File: config.mk
export PLATFORM = sky130hd
export DESIGN_NAME = irqv_unit
export DESIGN_NICKNAME = d
export VERILOG_FILES = /design/src/rtl/irqv_pkg.sv /design/src/rtl/irqv_vector.sv /design/src/rtl/irqv_status_reg.sv /design/src/rtl/irqv_ctrl_regs.sv /design/src/rtl/irqv_unit.sv
export SDC_FILE = /design/constraint.sdc
export NUM_CORES = 1
export LEC_CHECK = 0
export BUFFER_PORTS_ARGS = -buffer_cell sky130_fd_sc_hd__buf_2
export CORE_MARGIN = 4
export CORE_UTILIZATION = 25
export CTS_BUF_LIST = sky130_fd_sc_hd__clkbuf_2 sky130_fd_sc_hd__clkbuf_4 sky130_fd_sc_hd__clkbuf_8
export CTS_CLUSTER_SIZE = 40
export DETAILED_ROUTE_END_ITERATION = 10
export SLEW_MARGIN = 20
export SYNTH_ARGS = -nofsm -noshare
export SYNTH_HDL_FRONTEND = slang
export SYNTH_SLANG_ARGS = --single-unit
export TNS_END_PERCENT = 5
File: constraint.sdc
create_clock -name clk -period 2.1 [get_ports clk]
set_input_delay 0.105 -clock clk [delete_from_list [all_inputs] [get_ports clk]]
set_output_delay 0.105 -clock clk [all_outputs]
set_load 0.01 [all_outputs]
File: src/rtl/irqv_pkg.sv
// Shared constants for the interrupt vector / DMA request unit.
// Assumes a 16-bit data path; bit positions are fixed by the register layout.
package irqv_pkg;
    localparam int A_STAT = 0;
    localparam int A_IEN  = 1;
    localparam int A_VEC  = 2;
    localparam int A_DMA  = 3;
    localparam int A_TEST = 4;

    localparam int B_NACK  = 1;
    localparam int B_ARDY  = 2;
    localparam int B_RRDY  = 3;
    localparam int B_XRDY  = 4;
    localparam int B_XUDF  = 10;
    localparam int B_ROVR  = 11;
    localparam int B_BUSY  = 12;
    localparam int B_SBD   = 15;

    localparam int B_RX_DMA     = 15;
    localparam int B_TX_DMA     = 7;
    localparam int B_TEST_FORCE = 11;

    localparam logic [15:0] STORE_MASK  = 16'h8C3F;
    localparam logic [15:0] SW_CLR_MASK = 16'h0027;
    localparam logic [15:0] FORCE_MASK  = 16'h003F;
    localparam logic [15:0] DMA_MASK    = 16'h8080;
    localparam logic [15:0] IEN_OLD     = 16'h001F;
    localparam logic [15:0] IEN_NEW     = 16'h003F;

    localparam logic [7:0] REV_SPLIT = 8'h34;
endpackage

File: src/rtl/irqv_vector.sv
// Lowest-set-bit finder for the interrupt vector.
// Produces the one-hot lowest pending bit and its index plus one (0 if none).
// Assumes DW is small enough for a linear priority chain.
module irqv_vector #(
    parameter int DW = 16
) (
    input  logic [DW-1:0] pending,
    output logic [DW-1:0] onehot,
    output logic [DW-1:0] code
);
    logic [DW:0] seen;

    assign seen[0] = 1'b0;

    genvar i;
    generate
        for (i = 0; i < DW; i++) begin : g_chain
            assign seen[i+1]  = seen[i] | pending[i];
            assign onehot[i]  = pending[i] & ~seen[i];
        end
    endgenerate

    // Encode the one-hot winner as index plus one.
    always_comb begin
        code = '0;
        for (int k = 0; k < DW; k++) begin
            if (onehot[k]) code = DW'(k + 1);
        end
    end

    // a nonzero code appears exactly when something is pending
    always_comb begin
        a_code_zero_r5: assert ((pending == '0) == (code == '0));
    end
endmodule

File: src/rtl/irqv_status_reg.sv
// Stored event status word.
// Combines hardware set/clear pulses, software write-one-to-clear, vector
// acknowledge and test-force; sets take priority over every clear.
// Assumes at most one software access per cycle.
module irqv_status_reg
    import irqv_pkg::*;
#(
    parameter logic [7:0] REV = 8'h20,
    parameter int         DW  = 16
) (
    input  logic          clk,
    input  logic          rst_n,
    input  logic [DW-1:0] hw_set,
    input  logic [DW-1:0] hw_clr,
    input  logic          sw_clr_wr,
    input  logic [DW-1:0] sw_wdata,
    input  logic          force_wr,
    input  logic [DW-1:0] ack_onehot,
    output logic [DW-1:0] status_q,
    output logic [DW-1:0] status_d
);
    localparam bit            NEW_REV = (REV >= REV_SPLIT);
    localparam logic [DW-1:0] KEEP    = DW'(STORE_MASK);
    localparam logic [DW-1:0] SWCLR   = DW'(SW_CLR_MASK);
    localparam logic [DW-1:0] FORCE   = DW'(FORCE_MASK);

    logic [DW-1:0] clr_vec;
    logic [DW-1:0] set_vec;

    // Gather every clear source active this cycle.
    always_comb begin
        clr_vec = hw_clr | ack_onehot;
        if (NEW_REV && sw_clr_wr) clr_vec = clr_vec | (sw_wdata & SWCLR);
    end

    // Gather every set source active this cycle.
    always_comb begin
        set_vec = hw_set;
        if (NEW_REV && force_wr && sw_wdata[B_TEST_FORCE]) set_vec = set_vec | FORCE;
    end

    // Next status: clear first, then set, keep stored bits only.
    always_comb begin
        status_d = ((status_q & ~clr_vec) | set_vec) & KEEP;
    end

    // Status register update.
    always_ff @(posedge clk) begin
        if (!rst_n) status_q <= '0;
        else        status_q <= status_d;
    end

    // set pulses always land, regardless of same-cycle clears
    p_set_wins_r3: assert property (@(posedge clk) disable iff (!rst_n)
        (|(hw_set & KEEP)) |=> ((status_q & $past(hw_set & KEEP)) == $past(hw_set & KEEP)));

    // receive-ready survives anything but hardware clear or acknowledge
    p_rrdy_hold_r4: assert property (@(posedge clk) disable iff (!rst_n)
        (status_q[B_RRDY] && !hw_clr[B_RRDY] && !ack_onehot[B_RRDY]) |=> status_q[B_RRDY]);

    // transmit-ready survives anything but hardware clear or acknowledge
    p_xrdy_hold_r4: assert property (@(posedge clk) disable iff (!rst_n)
        (status_q[B_XRDY] && !hw_clr[B_XRDY] && !ack_onehot[B_XRDY]) |=> status_q[B_XRDY]);
endmodule

File: src/rtl/irqv_ctrl_regs.sv
// Interrupt-enable mask and DMA control register.
// A DMA write removes the enables of the data-ready events it takes over.
// Assumes enable and DMA writes never share a cycle (single bus).
module irqv_ctrl_regs
    import irqv_pkg::*;
#(
    parameter logic [7:0] REV = 8'h20,
    parameter int         DW  = 16
) (
    input  logic          clk,
    input  logic          rst_n,
    input  logic          en_wr,
    input  logic          dma_wr,
    input  logic [DW-1:0] wdata,
    output logic [DW-1:0] en_q,
    output logic [DW-1:0] en_d,
    output logic [DW-1:0] dma_q,
    output logic [DW-1:0] dma_d
);
    localparam logic [DW-1:0] EN_MASK = (REV >= REV_SPLIT) ? DW'(IEN_NEW) : DW'(IEN_OLD);
    localparam logic [DW-1:0] DMAKEEP = DW'(DMA_MASK);

    // Next enable mask: direct write, or DMA takeover removing ready enables.
    always_comb begin
        en_d = en_q;
        if (en_wr) begin
            en_d = wdata & EN_MASK;
        end else if (dma_wr) begin
            if (wdata[B_RX_DMA]) en_d[B_RRDY] = 1'b0;
            if (wdata[B_TX_DMA]) en_d[B_XRDY] = 1'b0;
        end
    end

    // Next DMA control value.
    always_comb begin
        dma_d = dma_wr ? (wdata & DMAKEEP) : dma_q;
    end

    // Register update for both control words.
    always_ff @(posedge clk) begin
        if (!rst_n) begin
            en_q  <= '0;
            dma_q <= '0;
        end else begin
            en_q  <= en_d;
            dma_q <= dma_d;
        end
    end

    // enable writes keep only the revision's bit range
    p_en_keep_r6: assert property (@(posedge clk) disable iff (!rst_n)
        en_wr |=> (en_q == ($past(wdata) & EN_MASK)));

    // receive DMA takeover removes the receive-ready enable
    p_rx_steal_r7: assert property (@(posedge clk) disable iff (!rst_n)
        (dma_wr && wdata[B_RX_DMA]) |=> !en_q[B_RRDY]);

    // transmit DMA takeover removes the transmit-ready enable
    p_tx_steal_r7: assert property (@(posedge clk) disable iff (!rst_n)
        (dma_wr && wdata[B_TX_DMA]) |=> !en_q[B_XRDY]);
endmodule

File: src/rtl/irqv_unit.sv
// Interrupt vector and DMA request unit (top).
// Decodes the register bus, holds status/enable/DMA state, registers the
// interrupt and DMA request outputs, and returns registered read data.
// Assumes bus_wr and bus_rd are not both high in one cycle.
module irqv_unit
    import irqv_pkg::*;
#(
    parameter logic [7:0] REV    = 8'h20,
    parameter int         ADDR_W = 3,
    parameter int         DW     = 16
) (
    input  logic              clk,
    input  logic              rst_n,
    input  logic              bus_wr,
    input  logic              bus_rd,
    input  logic [ADDR_W-1:0] bus_addr,
    input  logic [DW-1:0]     bus_wdata,
    output logic [DW-1:0]     bus_rdata,
    input  logic [DW-1:0]     hw_set,
    input  logic [DW-1:0]     hw_clr,
    input  logic              bus_busy,
    output logic              irq,
    output logic              drq_rx,
    output logic              drq_tx
);
    logic hit_stat, hit_ien, hit_vec, hit_dma, hit_test;
    logic [DW-1:0] status_q, status_d;
    logic [DW-1:0] en_q, en_d, dma_q, dma_d;
    logic [DW-1:0] ack_onehot, vec_val, rd_val;

    // Address decode.
    always_comb begin
        hit_stat = (int'(bus_addr) == A_STAT);
        hit_ien  = (int'(bus_addr) == A_IEN);
        hit_vec  = (int'(bus_addr) == A_VEC);
        hit_dma  = (int'(bus_addr) == A_DMA);
        hit_test = (int'(bus_addr) == A_TEST);
    end

    irqv_status_reg #(.REV(REV), .DW(DW)) u_status (
        .clk        (clk),
        .rst_n      (rst_n),
        .hw_set     (hw_set),
        .hw_clr     (hw_clr),
        .sw_clr_wr  (bus_wr & hit_stat),
        .sw_wdata   (bus_wdata),
        .force_wr   (bus_wr & hit_test),
        .ack_onehot (ack_onehot),
        .status_q   (status_q),
        .status_d   (status_d)
    );

    irqv_ctrl_regs #(.REV(REV), .DW(DW)) u_ctrl (
        .clk    (clk),
        .rst_n  (rst_n),
        .en_wr  (bus_wr & hit_ien),
        .dma_wr (bus_wr & hit_dma),
        .wdata  (bus_wdata),
        .en_q   (en_q),
        .en_d   (en_d),
        .dma_q  (dma_q),
        .dma_d  (dma_d)
    );

    generate
        if (REV < REV_SPLIT) begin : g_vec
            logic [DW-1:0] pending, onehot, code;
            assign pending = status_q & en_q;

            irqv_vector #(.DW(DW)) u_vec (
                .pending (pending),
                .onehot  (onehot),
                .code    (code)
            );

            assign ack_onehot = (bus_rd && hit_vec) ? onehot : '0;
            assign vec_val    = code;

            // a vector read with a pending source returns a nonzero code
            p_vec_ack_r5: assert property (@(posedge clk) disable iff (!rst_n)
                (bus_rd && hit_vec && (|pending)) |=> (bus_rdata != '0));
        end else begin : g_novec
            assign ack_onehot = '0;
            assign vec_val    = '0;
        end
    endgenerate

    // Read multiplexer; busy level merged live into bit 12 of status.
    always_comb begin
        rd_val = '0;
        if (hit_stat)     rd_val = status_q | (DW'(bus_busy) << B_BUSY);
        else if (hit_ien) rd_val = en_q;
        else if (hit_vec) rd_val = vec_val;
        else if (hit_dma) rd_val = dma_q;
    end

    // Registered read data, zero when no read was issued.
    always_ff @(posedge clk) begin
        if (!rst_n)      bus_rdata <= '0;
        else if (bus_rd) bus_rdata <= rd_val;
        else             bus_rdata <= '0;
    end

    // Registered interrupt and DMA request lines, aligned with the state.
    always_ff @(posedge clk) begin
        if (!rst_n) begin
            irq    <= 1'b0;
            drq_rx <= 1'b0;
            drq_tx <= 1'b0;
        end else begin
            irq    <= |(status_d & en_d);
            drq_rx <= dma_d[B_RX_DMA] & status_d[B_RRDY];
            drq_tx <= dma_d[B_TX_DMA] & status_d[B_XRDY];
        end
    end

    // interrupt level tracks status AND enable
    p_irq_level_r2: assert property (@(posedge clk) disable iff (!rst_n)
        irq == (|(status_q & en_q)));

    // receive request held low without receive DMA
    p_drq_rx_gate_r8: assert property (@(posedge clk) disable iff (!rst_n)
        !dma_q[B_RX_DMA] |-> !drq_rx);

    // transmit request held low without transmit DMA
    p_drq_tx_gate_r8: assert property (@(posedge clk) disable iff (!rst_n)
        !dma_q[B_TX_DMA] |-> !drq_tx);

    // status read returns the busy level of the read cycle
    p_busy_live_r10: assert property (@(posedge clk) disable iff (!rst_n)
        (bus_rd && hit_stat) |=> (bus_rdata[B_BUSY] == $past(bus_busy)));
endmodule

==> results of run 1 <==
[power by group]
part / internal, mW / total, mW / switching, mW
clock network: 0.476 / 0.737 / 0.261
registers: 0.662 / 0.680 / 0.0182
logic: 0.0602 / 0.135 / 0.0744
total: 1.20 / 1.55 / 0.354
[cell usage after synthesis, types with 2 or more instances]
library cell / instances
sky130_fd_sc_hd__a22o_1: 6
sky130_fd_sc_hd__nand2b_1: 3
sky130_fd_sc_hd__dfxtp_1: 34
sky130_fd_sc_hd__nand4_1: 2
sky130_fd_sc_hd__a31oi_1: 3
sky130_fd_sc_hd__nor2_1: 16
sky130_fd_sc_hd__o21ai_0: 12
sky130_fd_sc_hd__nor2b_1: 9
sky130_fd_sc_hd__nand3_1: 3
sky130_fd_sc_hd__nand3b_1: 3
sky130_fd_sc_hd__a21oi_1: 9
sky130_fd_sc_hd__and4_1: 2
sky130_fd_sc_hd__a41oi_1: 2
sky130_fd_sc_hd__buf_2: 4
sky130_fd_sc_hd__a32o_1: 2
sky130_fd_sc_hd__nand2_1: 13
sky130_fd_sc_hd__o32ai_1: 2
sky130_fd_sc_hd__o21ai_1: 2
sky130_fd_sc_hd__a222oi_1: 2
sky130_fd_sc_hd__buf_4: 5
sky130_fd_sc_hd__and2_1: 5
sky130_fd_sc_hd__mux2i_1: 4
sky130_fd_sc_hd__inv_1: 9
sky130_fd_sc_hd__a22oi_1: 5
sky130_fd_sc_hd__o22ai_1: 2
sky130_fd_sc_hd__nand4bb_1: 2
sky130_fd_sc_hd__and3_1: 7
[metrics by stage]
| step | hold WS [ns] | setup slack (ns) | power (mW) | util |
|---|---|---|---|---|
| 2_1_floorplan | 0.222 | 0.474 | 0.767 | - |
| 3_3_place_gp | 0.313 | 0.314 | 0.826 | 0.314 |
| 3_5_place_dp | 0.308 | 0.340 | 0.828 | 0.314 |
| 4_1_cts | 0.00425 | 0.337 | 1.56 | 0.335 |
| 5_1_grt | 0.0235 | 0.184 | 1.61 | 0.335 |
| 6_report | 0.00850 | 0.333 | 1.55 | 0.335 |
[worst reg2reg max path: stages (launching register included)]
cell,delay [ns]
sky130_fd_sc_hd__dfxtp_1,0.31
sky130_fd_sc_hd__buf_4,0.15
sky130_fd_sc_hd__a22o_2,0.24
sky130_fd_sc_hd__o32ai_1,0.35
sky130_fd_sc_hd__nor2_1,0.13
sky130_fd_sc_hd__a211oi_1,0.31
sky130_fd_sc_hd__a31oi_1,0.15
[cell families (layout without fill, tap and decap cells)]
| family | after synthesis | in the layout | share of synthesized area |
|---|---|---|---|
| simple gates | 77 | 77 | 0.269 |
| compound gates | 56 | 56 | 0.236 |
| flops | 34 | 34 | 0.406 |
| buf+inv | 19 | 71 | 0.0567 |
| mux | 5 | 5 | 0.0306 |
| other cells | 1 | 5 | 0.00224 |
[metal layers]
metal / up-vias / wire length (um)
met1: 746 / 2180
met2: 59 / 2190
met5: - / 0
met3: 12 / 284
li1: 822 / -
met4: 0 / 131
[final cells by class]
| class | instances | area [um^2] | share of cell area |
|---|---|---|---|
| Multi-Input combinational cell | 143 | 916 | 0.425 |
| Clock buffer | 5 | 68.8 | 0.0319 |
| Sequential cell | 34 | 681 | 0.316 |
| Inverter | 9 | 33.8 | 0.0157 |
| Tap cell | 77 | 96.3 | 0.0447 |
| Timing Repair Buffer | 54 | 290 | 0.135 |
| Clock inverter | 3 | 68.8 | 0.0319 |
[flip-flops by register name, summed over array words and instances (netlist names)]
name / count
bus_rdata: 11
u_status.status_q: 9
u_ctrl.dma_q: 2
drq_rx: 1
drq_tx: 1
irq: 1
u_ctrl.en_q: 9
[worst max path at each step]
stage,cells after the start,startpoint,end,slack (ns)
6_report,6,u_ctrl.en_q[0],irq,0.33
5_1_grt,6,u_status.status_q[0],irq,0.18
4_1_cts,6,u_status.status_q[0],irq,0.34
3_5_place_dp,6,u_ctrl.en_q[0],irq,0.34
3_3_place_gp,6,u_ctrl.en_q[0],irq,0.31
2_1_floorplan,5,u_ctrl.en_q[0],u_status.status_q[11],0.47
==> flow_metrics.env, run 1 <==
export IMPL_critical_path_arrival_ns=1.93
export IMPL_die_height_um=89.9
export IMPL_grt_antenna_before_repair=0
export IMPL_worst_r2r_setup_slack_ns=0.33
export IMPL_crit_path_start_kind="flip-flop"
export IMPL_final_fill_count=684
export IMPL_total_clock_sinks=34
export IMPL_endpoint_kind="flip-flop"
export IMPL_ys_types=51
export IMPL_placement_io_buffers=46
export IMPL_cts_hold_buffers=0
export IMPL_power_density_cell_area_nw_per_um2=720
export IMPL_crit_type="flip-flop to flip-flop"
export IMPL_layout_common_cells="sky130_fd_sc_hd__buf_2 (46), sky130_fd_sc_hd__dfxtp_1 (34), sky130_fd_sc_hd__nor2_1 (16), sky130_fd_sc_hd__nand2_1 (13), sky130_fd_sc_hd__o21ai_0 (12)"
export IMPL_finalWirelength_mm=4.79
export IMPL_hold_path_depth=2
export IMPL_netlist_top_cells_area="sky130_fd_sc_hd__dfxtp_1 (41%), sky130_fd_sc_hd__o21ai_0 (3.6%), sky130_fd_sc_hd__nor2_1 (3.6%)"
export IMPL_placed_area_um2=2020
export IMPL_grt_pass1_wl_mm=7.81
export IMPL_drt_antenna_violating_nets=0
export IMPL_groute_usage_overall=0.121
export IMPL_pin_count_of_the_biggest_net_entering_global_routing=17
export IMPL_synthesis_yosys_warnings=0
export IMPL_cts_post_setup_buffers_inserted=0
export IMPL_drtPass1Iterations=6
export IMPL_path_buf_inv=1
export IMPL_hold_viol_final=0
export IMPL_synth_area_per_cell_um2=8.73
export IMPL_run_status="completed"
export IMPL_area_delta_synth_final_pct=28.5
export IMPL_cp_top_family="compound AO/OA/AOI/OAI gates"
export IMPL_regToRegEndpoint="irq"
export IMPL_design_die_area_um2=8080
export IMPL_detail_route_drc_violations=0
export IMPL_static_leakage_power_nw=0.931
export IMPL_placementRows=29
export IMPL_gr_usage_met1=0.149
export IMPL_critPathSlowestCell="sky130_fd_sc_hd__o32ai_1"
export IMPL_timing_max_transition_violations_final=0
export IMPL_syn_cell_area_um2=1680
export IMPL_dp_hpwl_mm=3.68
export IMPL_synthDominantCellAreaShare=0.406
export IMPL_grt_use_met3=0.0367
export IMPL_cts_resized=0
export IMPL_clock_skew_ns=0.0166
export IMPL_num_vias=1639
export IMPL_dieWidth_um=89.9
export IMPL_maxClockFrequency_mhz=566
export IMPL_globalRoute_busiestLayer="met2"
export IMPL_detail_route_vias_per_cell=5.04
export IMPL_worst_slew_pin_transition_ns=0.577
export IMPL_hold_class="input port to flip-flop"
export IMPL_clkLatencyLatePin_ns=0.30
export IMPL_final_design_area_excluding_fillers_um2=2150
export IMPL_critical_path_max_stage_delay_ns=0.35
export IMPL_met2_track_usage_gr=0.189
export IMPL_layout_cells_non_filler=325
export IMPL_htree_num_levels=2
export IMPL_initial_utilization=0.261
export IMPL_rsz0062_at_grt="no"
export IMPL_yosysTopAreaCell="sky130_fd_sc_hd__dfxtp_1"
export IMPL_ir_worst_vdd_uv=362
export IMPL_detailedRoute_firstIterationViolations=128
export IMPL_first_global_vias=1680
export IMPL_avgRoutedWirePerCell_um=14.7
export IMPL_synth_ff_latch_count=34
export IMPL_synthFlopType="sky130_fd_sc_hd__dfxtp_1"
export IMPL_tritoncts="built"
export IMPL_period_share=0.842
export IMPL_crit_reg2reg_launch="u_ctrl.en_q[0]"
export IMPL_post_route_cells_drive_above_1_share=0.278
export IMPL_cts_buffer_depth=2
export IMPL_cts_clk_slew_worst_paths_ns=0.09
export IMPL_cts_buffers=5
export IMPL_routability_driven_placement_congestion_ratio=0.808
export IMPL_dp_cells=317
export IMPL_mapped_cells=192
export IMPL_grt_overflow_total=0
export IMPL_synth_edff_count=0
export IMPL_hold_path_end="bus_rdata[12]"
export IMPL_core_region_area_um2=6420
export IMPL_postSynth_asyncResetShare=0
export IMPL_setup_tns_ns=0
export IMPL_hold_path_startpoint="bus_busy"
export IMPL_clk_root_buffer_cell="sky130_fd_sc_hd__clkbuf_8"
export IMPL_ys_seq_area_frac=0.406
export IMPL_finalSetupViolCount=0
export IMPL_maxCapViolCount=0
export IMPL_diodes=0
export IMPL_io_pin_count=75
export IMPL_worst_path_max_fanout=6
export IMPL_critical_path_cell_chain="buf_4 -> a22o_2 -> o32ai_1 -> nor2_1 -> a211oi_1 -> a31oi_1"
export IMPL_required_time_at_the_endpoint_of_the_critical_path_ns=2.26
export IMPL_r2r_cells=6
export IMPL_final_net_count=303
export IMPL_commonest_non_fill_non_tap_cell_in_the_layout="sky130_fd_sc_hd__buf_2"
export IMPL_finalWorstPathRequiredPeriod_ns=1.77
export IMPL_relSlewSlack=0.615
(Power assumes the default switching activity.)
==> run 2: changes to the inputs <==
- ABC_AREA: unset -> 1
- clock period: 2.1 -> 1.45 ns (I/O delays scaled with it)
==> flow_metrics.env, run 2 <==
export IMPL_synthesis_yosys_warnings=0
export IMPL_worst_r2r_setup_slack_ns=-0.05
export IMPL_die_height_um=89.8
export IMPL_period_share=1.04
export IMPL_area_delta_synth_final_pct=45.3
export IMPL_biggestRegsByFlops="bus_rdata (11), u_ctrl.en_q (9), u_status.status_q (9)"
export IMPL_detailedRoute_firstIterationViolations=105
export IMPL_worst_setup_path_endpoint="irq"
export IMPL_drt_antenna_violating_nets=0
export IMPL_avgRoutedWirePerCell_um=12.4
export IMPL_critical_path_arrival_ns=1.69
export IMPL_synthDominantCellAreaShare=0.407
export IMPL_r2r_cells=12
export IMPL_required_time_at_the_endpoint_of_the_critical_path_ns=1.64
export IMPL_drtPass1Iterations=4
export IMPL_synthFlopType="sky130_fd_sc_hd__dfxtp_1"
export IMPL_static_leakage_power_nw=1.27
export IMPL_final_fill_count=667
export IMPL_critical_path_cell_chain="nand2_2 -> nand3_4 -> nor2_4 -> nand3_2 -> nand2_1 -> nand2_1 -> nand2_1 -> nand3_2 -> nor2_2 -> nand2_1 -> nor2_1 -> nor2_1"
export IMPL_crit_type="flip-flop to flip-flop"
export IMPL_placementRows=29
export IMPL_synth_most_common_cell="sky130_fd_sc_hd__nand2_1"
export IMPL_core_region_area_um2=6420
export IMPL_detail_route_vias_per_cell=4.40
export IMPL_final_net_count=385
export IMPL_cts_clk_slew_worst_paths_ns=0.07
export IMPL_first_global_vias=1798
export IMPL_synth_edff_count=0
export IMPL_dpl_worst_slack_ns=-0.151
export IMPL_grt_overflow_total=0
export IMPL_maxClockFrequency_mhz=666
export IMPL_dp_hpwl_mm=3.85
export IMPL_crit_reg2reg_launch="u_status.status_q[1]"
export IMPL_power_net_switching_uw=537
export IMPL_hold_viol_final=0
export IMPL_endpoint_kind="flip-flop"
export IMPL_synth_area_per_cell_um2=6.83
export IMPL_setup_ws_ns=-0.0516
export IMPL_critical_path_max_stage_delay_ns=0.34
export IMPL_mapped_cells=245
export IMPL_critPathSlowestCell="sky130_fd_sc_hd__dfxtp_2"
export IMPL_groute_usage_overall=0.125
export IMPL_pin_count_of_the_biggest_net_entering_global_routing=15
export IMPL_hold_class="input port to flip-flop"
export IMPL_power_density_cell_area_nw_per_um2=822
export IMPL_combinationalPowerShare=0.134
export IMPL_largest_register_ff_count=11
export IMPL_hold_path_startpoint="hw_set[1]"
export IMPL_layout_common_cells="sky130_fd_sc_hd__nand2_1 (57), sky130_fd_sc_hd__buf_2 (46), sky130_fd_sc_hd__inv_1 (42), sky130_fd_sc_hd__buf_4 (32), sky130_fd_sc_hd__dfxtp_1 (28)"
export IMPL_netlist_top_cells_area="sky130_fd_sc_hd__dfxtp_1 (41%), sky130_fd_sc_hd__nand2_1 (14%), sky130_fd_sc_hd__inv_1 (9.4%)"
export IMPL_timing_max_transition_violations_final=0
export IMPL_grt_pass1_wl_mm=8.11
export IMPL_regToRegEndpoint="irq"
export IMPL_synth_ff_latch_count=34
export IMPL_critical_path_most_common_cell="sky130_fd_sc_hd__nand2_1"
export IMPL_commonest_non_fill_non_tap_cell_in_the_layout="sky130_fd_sc_hd__nand2_1"
export IMPL_clock_skew_ns=0.00370
export IMPL_ys_types=25
export IMPL_worst_path_max_fanout=4
export IMPL_routability_driven_placement_congestion_ratio=0.824
export IMPL_tritoncts="built"
export IMPL_finalSetupViolCount=3
export IMPL_cts_buffer_depth=2
export IMPL_dieWidth_um=89.8
export IMPL_crit_path_start_kind="flip-flop"
export IMPL_largest_register="bus_rdata"
export IMPL_diodes=0
export IMPL_run_status="complete, but fails checks"
export IMPL_io_pin_count=75
export IMPL_design_die_area_um2=8060
export IMPL_syn_cell_area_um2=1670
export IMPL_p_clk_frac=0.378
export IMPL_clkLatencyLatePin_ns=0.30
export IMPL_initial_utilization=0.260
export IMPL_yosysTopAreaCell="sky130_fd_sc_hd__dfxtp_1"
export IMPL_htree_num_levels=2
export IMPL_finalWorstPathRequiredPeriod_ns=1.50
export IMPL_cts_buffers=5
export IMPL_ys_seq_area_frac=0.407
export IMPL_postSynth_asyncResetShare=0
export IMPL_power_internal_mw=1.46
export IMPL_ir_worst_vdd_uv=486
export IMPL_clk_root_buffer_cell="sky130_fd_sc_hd__clkbuf_8"
export IMPL_post_route_cells_drive_above_1_share=0.373
export IMPL_fin_hold_ws_ns=0.0298
export IMPL_failed_checks="setup timing"
export IMPL_num_vias=1791
export IMPL_detail_route_drc_violations=0
export IMPL_total_clock_sinks=34
export IMPL_placement_io_buffers=46
export IMPL_crit_path_start="u_status.status_q[1]"
export IMPL_netlist_top_cells_count="sky130_fd_sc_hd__nand2_1 (62), sky130_fd_sc_hd__inv_1 (42), sky130_fd_sc_hd__dfxtp_1 (34), sky130_fd_sc_hd__nor2_1 (25), sky130_fd_sc_hd__a21oi_1 (20)"
export IMPL_rsz0062_at_grt="yes"
export IMPL_maxCapViolCount=0
export IMPL_p_sw_frac=0.269
export IMPL_finalWirelength_mm=5.03
export IMPL_sequentialPowerShare=0.489
export IMPL_grt_antenna_before_repair=0
==> run 2: how the worst min path moves through the flow <==
stage | end | slack, ns | cells past startpoint
after floorplan | bus_rdata[12] | 0.18 | 2
after global placement | bus_rdata[12] | 0.29 | 3
after detailed placement | bus_rdata[12] | 0.30 | 3
after CTS | u_status.status_q[1] | 0.02 | 3
after global routing | u_status.status_q[1] | 0.02 | 3
final | u_status.status_q[1] | 0.03 | 3
==> run 2: metal layers <==
| layer | share of wire | global-route usage | routed length, um |
|---|---|---|---|
| met2 | 0.49 | 0.213 | 2460 |
| met4 | 0.018 | 0.0460 | 90 |
| met1 | 0.45 | 0.153 | 2280 |
| met5 | 0 | 0 | 0 |
| met3 | 0.042 | 0.0301 | 211 |
==> run 2: layout make-up <==
| cell class | instances | area (um^2) | share of cell area |
|---|---|---|---|
| tap | 77 | 96.3 | 0.0396 |
| multi-input combinational | 164 | 877 | 0.361 |
| inverter | 43 | 161 | 0.0664 |
| sequential | 34 | 688 | 0.283 |
| clock inverter | 2 | 12.5 | 0.00515 |
| clock buffer | 6 | 82.6 | 0.0340 |
| timing repair buffer | 81 | 512 | 0.211 |
==> run 2: logic make-up after synthesis <==
family          share of synthesized area
simple gates                        0.340
buf+inv                             0.130
compound gates                      0.121
flops                               0.407
other cells                       0.00224
==> run 2: stage by stage <==
step	area (um^2)	TNS, ns	total power, mW	std cells	util
6_report	2430	-0.0826	2.00	407	0.378
5_1_grt	2430	-0.473	2.10	407	0.378
4_1_cts	2370	-0.0522	2.01	407	0.369
3_5_place_dp	2170	-0.353	1.23	390	0.337
3_3_place_gp	2170	-0.0931	1.23	390	0.337
2_1_floorplan	1690	0	1.12	249	-
==> run 2: power by group through the flow <==
| stage | Combinational, mW | Sequential (mW) | Clock, mW |
|---|---|---|---|
| 3_3_place_gp | 0.241 | 0.992 | 0 |
| 4_1_cts | 0.258 | 0.974 | 0.775 |
| 2_1_floorplan | 0.126 | 0.993 | 0 |
| 3_5_place_dp | 0.241 | 0.992 | 0 |
| 5_1_grt | 0.295 | 0.979 | 0.824 |
| 6_report | 0.267 | 0.976 | 0.754 |
==> run 2: what timing repair did <==
item	CTS	global route
hold endpoints to repair	1	0
resized for setup	15	15
pin swaps	6	11
setup buffers	8	0
endpoints found under the setup margin	3	7
hold buffers	1	0
==> run 2: worst max-delay path: cells and delay by family (launching register included) <==
kind | cells | cell delay (ns)
AND/OR/NAND/NOR | 12 | 1.06
flip-flops | 1 | 0.34
==> run 3: changes to the inputs <==
- RECOVER_POWER: unset -> 25
==> flow_metrics.env, run 3 (synthesized netlist as in run 2, its figures left out) <==
export IMPL_run_status="complete, but fails checks"
export IMPL_failed_checks="setup timing"
export IMPL_final_design_area_excluding_fillers_um2=2410
export IMPL_period_share=1.04
export IMPL_power_density_cell_area_nw_per_um2=827
export IMPL_routability_driven_placement_congestion_ratio=0.824
export IMPL_maxCapViolCount=0
export IMPL_clock_skew_ns=0.00387
export IMPL_worst_path_max_fanout=4
export IMPL_placement_io_buffers=46
export IMPL_die_height_um=89.8
export IMPL_maxClockFrequency_mhz=666
export IMPL_cts_buffer_depth=2
export IMPL_tritoncts="built"
export IMPL_grt_pass1_wl_mm=8.11
export IMPL_p_sw_frac=0.268
export IMPL_groute_usage_overall=0.125
export IMPL_p_clk_frac=0.379
export IMPL_crit_type="flip-flop to flip-flop"
export IMPL_commonest_non_fill_non_tap_cell_in_the_layout="sky130_fd_sc_hd__nand2_1"
export IMPL_timing_max_transition_violations_final=0
export IMPL_power_net_switching_uw=534
export IMPL_grt_overflow_total=0
export IMPL_cts_clk_slew_worst_paths_ns=0.07
export IMPL_post_route_cells_drive_above_1_share=0.348
export IMPL_clk_root_buffer_cell="sky130_fd_sc_hd__clkbuf_8"
export IMPL_final_fill_count=674
export IMPL_setup_ws_ns=-0.0513
export IMPL_initial_utilization=0.260
export IMPL_rsz0062_at_grt="yes"
export IMPL_biggestRegsByFlops="bus_rdata (11), u_ctrl.en_q (9), u_status.status_q (9)"
export IMPL_dp_hpwl_mm=3.85
export IMPL_fin_hold_ws_ns=0.0297
export IMPL_diodes=0
export IMPL_first_global_vias=1798
export IMPL_area_delta_synth_final_pct=43.9
export IMPL_placementRows=29
export IMPL_clkLatencyLatePin_ns=0.30
export IMPL_power_internal_mw=1.46
export IMPL_num_vias=1802
export IMPL_hold_class="input port to flip-flop"
export IMPL_io_pin_count=75
export IMPL_combinationalPowerShare=0.131
export IMPL_fin_total_pwr_mw=1.99
export IMPL_final_net_count=385
export IMPL_detail_route_vias_per_cell=4.43
export IMPL_sequentialPowerShare=0.490
export IMPL_dieWidth_um=89.8
export IMPL_largest_register="bus_rdata"
export IMPL_largest_register_ff_count=11
export IMPL_worst_r2r_setup_slack_ns=-0.05
export IMPL_crit_path_start_kind="flip-flop"
export IMPL_cts_buffers=5
export IMPL_endpoint_kind="flip-flop"
export IMPL_drt_antenna_violating_nets=0
export IMPL_pin_count_of_the_biggest_net_entering_global_routing=15
export IMPL_placed_area_um2=2170
export IMPL_detail_route_drc_violations=0
export IMPL_avgRoutedWirePerCell_um=12.4
export IMPL_dp_cells=390
export IMPL_grt_antenna_before_repair=0
export IMPL_critical_path_arrival_ns=1.69
export IMPL_finalWorstPathRequiredPeriod_ns=1.50
export IMPL_htree_num_levels=2
export IMPL_core_region_area_um2=6420
export IMPL_detailedRoute_firstIterationViolations=87
export IMPL_design_die_area_um2=8060
export IMPL_dpl_worst_slack_ns=-0.151
export IMPL_layout_common_cells="sky130_fd_sc_hd__nand2_1 (57), sky130_fd_sc_hd__inv_1 (43), sky130_fd_sc_hd__buf_2 (42), sky130_fd_sc_hd__buf_4 (32), sky130_fd_sc_hd__dfxtp_1 (28)"
export IMPL_total_clock_sinks=34
export IMPL_static_leakage_power_nw=1.25
export IMPL_finalSetupViolCount=3
export IMPL_finalWirelength_mm=5.05
export IMPL_drtPass1Iterations=4
export IMPL_required_time_at_the_endpoint_of_the_critical_path_ns=1.64
export IMPL_layout_cells_non_filler=407
export IMPL_hold_viol_final=0
export IMPL_ir_worst_vdd_uv=486
[run 3: cell count changes in the layout (fill, tap and decap cells not counted), sizes merged]
cell    delta
buf        -4
clkbuf     +4
[run 3: routing by layer]
layer	up-vias	GRT usage	wire length, um
met2	52	0.213	2460
met5	-	0	0
met1	813	0.153	2260
met3	9	0.0301	235
met4	0	0.0460	90
li1	928	-	-
[run 3: metrics by stage]
| stage | util | setup TNS (ns) |
|---|---|---|
| finish | 0.375 | -0.0828 |
| global route | 0.375 | -0.473 |
| CTS | 0.369 | -0.0522 |
| detailed placement | 0.337 | -0.353 |
| global placement | 0.337 | -0.0931 |
| floorplan | - | 0 |
[run 3: cell type report]
cell class                      instances  area [um^2]  share of cell area
Multi-Input combinational cell        164          860               0.357
Timing Repair Buffer                   81          507               0.210
Inverter                               43          161              0.0670
Sequential cell                        34          688               0.286
Tap cell                               77         96.3              0.0400
Clock inverter                          2         12.5             0.00520
Clock buffer                            6         82.6              0.0343
[run 3: repair_timing]
action,4_1_cts,5_1_grt
buffers inserted,8,0
pin swaps,6,11
endpoints found under the hold margin,1,0
gates resized for setup,15,15
hold buffers,1,0
setup endpoints to repair,3,7
[run 3: power by group through the flow]
stage	Sequential [mW]	Combinational [mW]	Clock, mW
after detailed placement	0.992	0.241	0
final	0.976	0.261	0.755
after CTS	0.974	0.258	0.775
after floorplan	0.993	0.126	0
after global placement	0.992	0.241	0
after global routing	0.979	0.288	0.824
[run 3: final timing paths]
path                         from                   end  cells after the start
max reg2reg  u_status.status_q[1]                   irq                     12
min                     hw_set[1]  u_status.status_q[1]                      3
min reg2reg       u_ctrl.en_q[11]       u_ctrl.en_q[11]                      2
max          u_status.status_q[1]                   irq                     12
[run 3: worst max-delay path, cell delays in order, from the launching register on]
cell and delay, ns:
sky130_fd_sc_hd__dfxtp_2 0.34, sky130_fd_sc_hd__nand2_2 0.09, sky130_fd_sc_hd__nand3_4 0.11, sky130_fd_sc_hd__nor2_4 0.15, sky130_fd_sc_hd__nand3_2 0.11, sky130_fd_sc_hd__nand2_1 0.07
sky130_fd_sc_hd__nand2_1 0.06, sky130_fd_sc_hd__nand2_1 0.08, sky130_fd_sc_hd__nand3_2 0.09, sky130_fd_sc_hd__nor2_2 0.08, sky130_fd_sc_hd__nand2_1 0.07, sky130_fd_sc_hd__nor2_1 0.11
sky130_fd_sc_hd__nor2_1 0.04
